## src/rtl/clk_safe_pkg.sv

```systemverilog
package clk_safe_pkg;
  localparam int FSEL_W = 2;

  typedef enum logic [FSEL_W-1:0] {
    FSRC_MAIN   = 2'b00,
    FSRC_PERIPH = 2'b01,
    FSRC_FABRIC = 2'b10
  } fsrc_e;

  typedef struct packed {
    logic norm;
    logic dbg;
  } dom_bits_t;
endpackage

```

## src/rtl/csm_flags.sv

```systemverilog
module csm_flags (
  input  logic clk,
  input  logic cold_rst,
  input  logic warm_rst,
  input  logic safe_req,
  input  logic sw_clr_norm,
  input  logic sw_clr_dbg,
  input  logic cfg_wr,
  input  logic cfg_warm_norm,
  input  logic cfg_warm_dbg,
  output clk_safe_pkg::dom_bits_t safe_q,
  output clk_safe_pkg::dom_bits_t wen_q
);
  clk_safe_pkg::dom_bits_t set_d;
  clk_safe_pkg::dom_bits_t clr_d;

  always_comb begin
    set_d.norm = safe_req | (warm_rst & wen_q.norm);
    set_d.dbg  = warm_rst & wen_q.dbg;
    clr_d.norm = sw_clr_norm;
    clr_d.dbg  = sw_clr_dbg;
  end

  always_ff @(posedge clk) begin
    if (cold_rst) begin
      safe_q <= '{norm: 1'b1, dbg: 1'b1};
      wen_q  <= '{norm: 1'b1, dbg: 1'b1};
    end else begin
      // setting has priority over a software clear
      if (set_d.norm)      safe_q.norm <= 1'b1;
      else if (clr_d.norm) safe_q.norm <= 1'b0;
      if (set_d.dbg)       safe_q.dbg  <= 1'b1;
      else if (clr_d.dbg)  safe_q.dbg  <= 1'b0;
      if (cfg_wr) begin
        wen_q.norm <= cfg_warm_norm;
        wen_q.dbg  <= cfg_warm_dbg;
      end
    end
  end
endmodule

```

## src/rtl/csm_norm_mux.sv

```systemverilog
module csm_norm_mux #(
  parameter int NUM_PLL      = 3,
  parameter int NUM_NDIV     = 4,
  parameter int NUM_FLASH    = 3,
  parameter int NUM_NGATE    = 8,
  parameter int DIV_W        = 4,
  parameter int NORM_DIV_RST = 1
) (
  input  logic                                       safe,
  input  logic [NUM_PLL-1:0]                         prg_pll_byp,
  input  logic [NUM_NDIV*DIV_W-1:0]                  prg_ndiv,
  input  logic [NUM_FLASH*clk_safe_pkg::FSEL_W-1:0]  prg_fsel,
  input  logic [NUM_NGATE-1:0]                       prg_ngate,
  output logic [NUM_PLL-1:0]                         eff_pll_byp,
  output logic [NUM_NDIV*DIV_W-1:0]                  eff_ndiv,
  output logic [NUM_FLASH*clk_safe_pkg::FSEL_W-1:0]  eff_fsel,
  output logic [NUM_NGATE-1:0]                       eff_ngate
);
  localparam int FW = clk_safe_pkg::FSEL_W;
  localparam logic [DIV_W-1:0] DIV_SAFE = DIV_W'(NORM_DIV_RST);

  assign eff_pll_byp = prg_pll_byp | {NUM_PLL{safe}};
  assign eff_ngate   = prg_ngate | {NUM_NGATE{safe}};

  for (genvar d = 0; d < NUM_NDIV; d++) begin : g_div
    assign eff_ndiv[d*DIV_W +: DIV_W] = safe ? DIV_SAFE : prg_ndiv[d*DIV_W +: DIV_W];
  end

  for (genvar f = 0; f < NUM_FLASH; f++) begin : g_fsel
    assign eff_fsel[f*FW +: FW] = safe ? clk_safe_pkg::FSRC_PERIPH : prg_fsel[f*FW +: FW];
  end
endmodule

```

## src/rtl/csm_dbg_mux.sv

```systemverilog
module csm_dbg_mux #(
  parameter int NUM_DDIV    = 2,
  parameter int NUM_DGATE   = 4,
  parameter int DIV_W       = 4,
  parameter int DBG_DIV_RST = 2
) (
  input  logic                      safe,
  input  logic [NUM_DDIV*DIV_W-1:0] prg_ddiv,
  input  logic [NUM_DGATE-1:0]      prg_dgate,
  output logic [NUM_DDIV*DIV_W-1:0] eff_ddiv,
  output logic [NUM_DGATE-1:0]      eff_dgate
);
  localparam logic [DIV_W-1:0] DIV_SAFE = DIV_W'(DBG_DIV_RST);

  assign eff_dgate = prg_dgate | {NUM_DGATE{safe}};

  for (genvar d = 0; d < NUM_DDIV; d++) begin : g_div
    assign eff_ddiv[d*DIV_W +: DIV_W] = safe ? DIV_SAFE : prg_ddiv[d*DIV_W +: DIV_W];
  end
endmodule

```

## src/rtl/clk_safe_ctrl.sv

```systemverilog
module clk_safe_ctrl #(
  parameter int NUM_PLL      = 3,
  parameter int NUM_NDIV     = 4,
  parameter int NUM_DDIV     = 2,
  parameter int NUM_FLASH    = 3,
  parameter int NUM_NGATE    = 8,
  parameter int NUM_DGATE    = 4,
  parameter int DIV_W        = 4,
  parameter int NORM_DIV_RST = 1,
  parameter int DBG_DIV_RST  = 2
) (
  input  logic                      clk,
  input  logic                      cold_rst,
  input  logic                      warm_rst,
  input  logic                      safe_req,
  input  logic                      sw_clr_norm,
  input  logic                      sw_clr_dbg,
  input  logic                      cfg_wr,
  input  logic                      cfg_warm_norm,
  input  logic                      cfg_warm_dbg,
  input  logic [NUM_PLL-1:0]        prg_pll_byp,
  input  logic [NUM_NDIV*DIV_W-1:0] prg_ndiv,
  input  logic [NUM_DDIV*DIV_W-1:0] prg_ddiv,
  input  logic [NUM_FLASH*2-1:0]    prg_fsel,
  input  logic [NUM_NGATE-1:0]      prg_ngate,
  input  logic [NUM_DGATE-1:0]      prg_dgate,
  output logic [NUM_PLL-1:0]        eff_pll_byp,
  output logic [NUM_NDIV*DIV_W-1:0] eff_ndiv,
  output logic [NUM_DDIV*DIV_W-1:0] eff_ddiv,
  output logic [NUM_FLASH*2-1:0]    eff_fsel,
  output logic [NUM_NGATE-1:0]      eff_ngate,
  output logic [NUM_DGATE-1:0]      eff_dgate,
  output logic                      safe_norm,
  output logic                      safe_dbg,
  output logic                      warm_en_norm,
  output logic                      warm_en_dbg
);
  clk_safe_pkg::dom_bits_t safe_q;
  clk_safe_pkg::dom_bits_t wen_q;

  csm_flags u_flags (
    .clk          (clk),
    .cold_rst     (cold_rst),
    .warm_rst     (warm_rst),
    .safe_req     (safe_req),
    .sw_clr_norm  (sw_clr_norm),
    .sw_clr_dbg   (sw_clr_dbg),
    .cfg_wr       (cfg_wr),
    .cfg_warm_norm(cfg_warm_norm),
    .cfg_warm_dbg (cfg_warm_dbg),
    .safe_q       (safe_q),
    .wen_q        (wen_q)
  );

  csm_norm_mux #(
    .NUM_PLL     (NUM_PLL),
    .NUM_NDIV    (NUM_NDIV),
    .NUM_FLASH   (NUM_FLASH),
    .NUM_NGATE   (NUM_NGATE),
    .DIV_W       (DIV_W),
    .NORM_DIV_RST(NORM_DIV_RST)
  ) u_norm (
    .safe       (safe_q.norm),
    .prg_pll_byp(prg_pll_byp),
    .prg_ndiv   (prg_ndiv),
    .prg_fsel   (prg_fsel),
    .prg_ngate  (prg_ngate),
    .eff_pll_byp(eff_pll_byp),
    .eff_ndiv   (eff_ndiv),
    .eff_fsel   (eff_fsel),
    .eff_ngate  (eff_ngate)
  );

  csm_dbg_mux #(
    .NUM_DDIV   (NUM_DDIV),
    .NUM_DGATE  (NUM_DGATE),
    .DIV_W      (DIV_W),
    .DBG_DIV_RST(DBG_DIV_RST)
  ) u_dbg (
    .safe     (safe_q.dbg),
    .prg_ddiv (prg_ddiv),
    .prg_dgate(prg_dgate),
    .eff_ddiv (eff_ddiv),
    .eff_dgate(eff_dgate)
  );

  assign safe_norm    = safe_q.norm;
  assign safe_dbg     = safe_q.dbg;
  assign warm_en_norm = wen_q.norm;
  assign warm_en_dbg  = wen_q.dbg;
endmodule

```

## config.mk

```make
export PLATFORM = sky130hd
export DESIGN_NAME = clk_safe_ctrl
export DESIGN_NICKNAME = d
export VERILOG_FILES = /design/src/rtl/clk_safe_pkg.sv /design/src/rtl/csm_flags.sv /design/src/rtl/csm_norm_mux.sv /design/src/rtl/csm_dbg_mux.sv /design/src/rtl/clk_safe_ctrl.sv
export SDC_FILE = /design/constraint.sdc
export NUM_CORES = 1
export LEC_CHECK = 0
export BUFFER_PORTS_ARGS = -buffer_cell sky130_fd_sc_hd__buf_2
export CORE_UTILIZATION = 22
export CTS_CLUSTER_DIAMETER = 80
export DETAILED_ROUTE_END_ITERATION = 6
export GPL_ROUTABILITY_DRIVEN = 0
export PLACE_DENSITY = 0.78
export SLEW_MARGIN = 20
export SYNTH_ARGS = -nofsm -noshare
export SYNTH_HDL_FRONTEND = slang
export SYNTH_SLANG_ARGS = --single-unit
```

## constraint.sdc

```tcl
create_clock -name clk -period 1.2 [get_ports clk]
set_input_delay 0.24 -clock clk [delete_from_list [all_inputs] [get_ports clk]]
set_output_delay 0.24 -clock clk [all_outputs]
set_load 0.02 [all_outputs]
```

==> qor.txt <==
Reg-to-Reg End: u_flags.safe_q[0]
Rel. slew slack: 88.3%
Most frequent cells in the layout: buf_2 (55), buf_6 (39), or2_1 (18)
H-tree depth: 1
CP Buf/Inv Count: 2
First-pass DRT Iterations: 2
Cell area after layout: 1440 um^2
DRC marker count from the first detailed-route iteration: 5
Routed vias: 864
Layout cells sized above 1: 78.1%
Clk buf depth: 2
Maximum vdd drop: 0.475 mV
Hold Crit Depth: 2
P_int: 0.470 mW
R2R Setup Slk: 0.15 ns
Avg WL per Cell: 15.5 um
CP Max Fanout: 18
WHS: 0.163 ns
Clock sink count: 4
DR vias/cell: 4.45
Largest net degree at the start of global routing: 36
Clock network power share: 24.1%
Dpl hpwl: 1.65 mm
Critical path's top delay family: flip-flops
Failing checks: negative setup slack
N_diodes: 0
Synth Area in Compound Gates: 8.94%
Drt drc: 0
Fmax: 0.750 GHz
Placed insts: 186
Worst Setup Slack, final: -0.133 ns
CP Capture Type: output pin
Static Leak: 0.736 nW
Die ar.: 2220 um^2
First-pass GRT wire length: 2.76 mm
Clk pin slew, worst setup/hold paths: 0.04 ns
Period utilization: 111%
Setup Skew: 0.0000848 ns
Non-Filler Instances: 194
Post-Synthesis Cell Area: 448 um^2
Post-DRT Antenna Nets: 0
Final setup fails: 45
Mux share of post-synthesis cell area: 0%
Reg2reg start: u_flags.safe_q[0]
Slowest CP cell: dfxtp_4
Util after Layout: 78.8%
Post-place setup slack: 0.0580 ns
# Max-Cap Violations: 0
Cell count after synthesis: 62
Area grow syn2layout: 220%
Setup TNS: -3.55 ns
Clk root buf: clkbuf_4
Fin. max-slew vios: 0
Min cycle time layout: 1.33 ns
Adder-cell area share of the yosys netlist: 0%
HP Class: primary input to flop
Commonest non-fill, non-tap cell in the layout: buf_2
Top cells by area, synth: nor2b_1 (32%), or2_1 (25%), dfxtp_1 (18%), or2_2 (8.4%), a211o_1 (3.9%)
Synth top area share: 32.1%
Die height: 47.1 um
Initial antenna violation count: 0
XOR/XNOR Fraction of Synth Area: 0%
# rows: 15
Syn avg cell area: 7.22 um^2
Worst Hold Launch: sw_clr_norm
Fraction of the mapped netlist area in simple logic gates: 65.6%
Total Power: 0.707 mW
Sw Share: 33.6%
Synth unique cells: 11
Reg power frac: 21.4%
Die width: 47.1 um
Num CTS Buffers: 3
Worst Hold End: u_flags.safe_q[1]
TritonCTS clock tree: done
Psw: 0.237 mW
Pwr dens: 493 nW/um^2
Seq cells post-synth: 4
Worst Reg-to-Reg Cells: 3
Core area: 1820 um^2
GR Overflow Total: 0
Sequential fraction of the synthesis area: 17.9%
Endpoints failing hold: 0
Largest family of logic cells by synthesized area: simple AND/OR/NAND/NOR gates
RSZ-0062 raised after global routing: true
CP startpoint kind: flop
Vias in the first global route: 680
CP max stage delay: 0.35 ns
Syn_nets: 116
Nets: 225
Area post-placement: 983 um^2
Logic pwr share: 54.5%
# IOs: 103
Largest area contributor in the netlist: nor2b_1
Worst slew pin tran: 0.174 ns
WL final: 3.01 mm
Crit Path Class: flop to output pin
Worst-path cell chain: buf_12, or2_1, buf_6
YS warnings: 0
Total GRT Usage: 17.9%
Clock Latency Late Sink: 0.24 ns
Status: complete, but fails checks
Worst EP arrival: 1.09 ns
Initial Util: 24.6%
Critical Path RT: 0.96 ns
IO Port Bufs: 102
[how the worst max path moves through the flow]
stage	depth (start not counted)	slack [ns]	to	from
6_report	3	-0.13	eff_ndiv[0]	u_flags.safe_q[1]
5_1_grt	3	-0.17	eff_ndiv[0]	u_flags.safe_q[1]
4_1_cts	3	-0.14	eff_ngate[4]	u_flags.safe_q[1]
3_5_place_dp	2	0.06	eff_ddiv[1]	u_flags.safe_q[0]
3_3_place_gp	2	0.10	eff_ddiv[1]	u_flags.safe_q[0]
2_1_floorplan	2	0.008	eff_fsel[0]	u_flags.safe_q[1]
[repair_timing]
action | in CTS | in global routing
endpoints found under the hold margin | 0 | 0
cloned | 0 | 1
setup endpoints to repair | 46 | 45
hold buffers | 0 | 0
setup buffers | 3 | 1
pin swaps | 5 | 19
gates resized for setup | 42 | 75
[state kept, by name (all words and copies together), names as in the netlist]
register,cells
u_flags.safe_q,2
u_flags.wen_q,2
[worst register-to-register path, cell delays in order, from the launching register on]
cell     delay (ns)
dfxtp_4        0.37
buf_6          0.14
buf_4          0.12
a221o_1        0.30
[final cells by class]
cell class / instances / area (um^2)
fillers: 129 / 385
multi-input cells: 52 / 437
well taps: 25 / 31.3
flip-flops and latches: 4 / 87.6
repair buffers: 108 / 850
clock buffers: 3 / 22.5
inverters: 2 / 7.51
[synthesized netlist by cell type]
library cell  number
buf_6              1
o21ai_1            1
or2_1             18
inv_1              2
dfxtp_1            4
a211oi_1           1
a211o_1            2
buf_2              3
a221o_1            1
nor2b_1           23
or2_2              6
[kinds of logic (layout without fill, tap and decap cells)]
group                  Yosys count  after routing
AND/OR/NAND/NOR                 47             47
AO/OA/AOI/OAI                    5              5
flip-flops                       4              4
buffers and inverters            6            113
[metal layers]
metal / global-route usage (%) / up-vias / wire (um)
li1: - / 408 / -
met2: 38.3 / 48 / 1830
met1: 14.9 / 396 / 925
met3: 3.08 / 12 / 179
met4: 9.14 / 0 / 79
met5: 0 / - / 0
[power by group through the flow]
stage / Sequential (mW) / Combinational (mW) / Clock, mW
finish: 0.151 / 0.385 / 0.170
global route: 0.152 / 0.407 / 0.193
CTS: 0.151 / 0.303 / 0.175
detailed placement: 0.155 / 0.260 / 0
global placement: 0.153 / 0.254 / 0
floorplan: 0.161 / 0.119 / 0
Note: power is estimated with default switching activity, not from simulation.
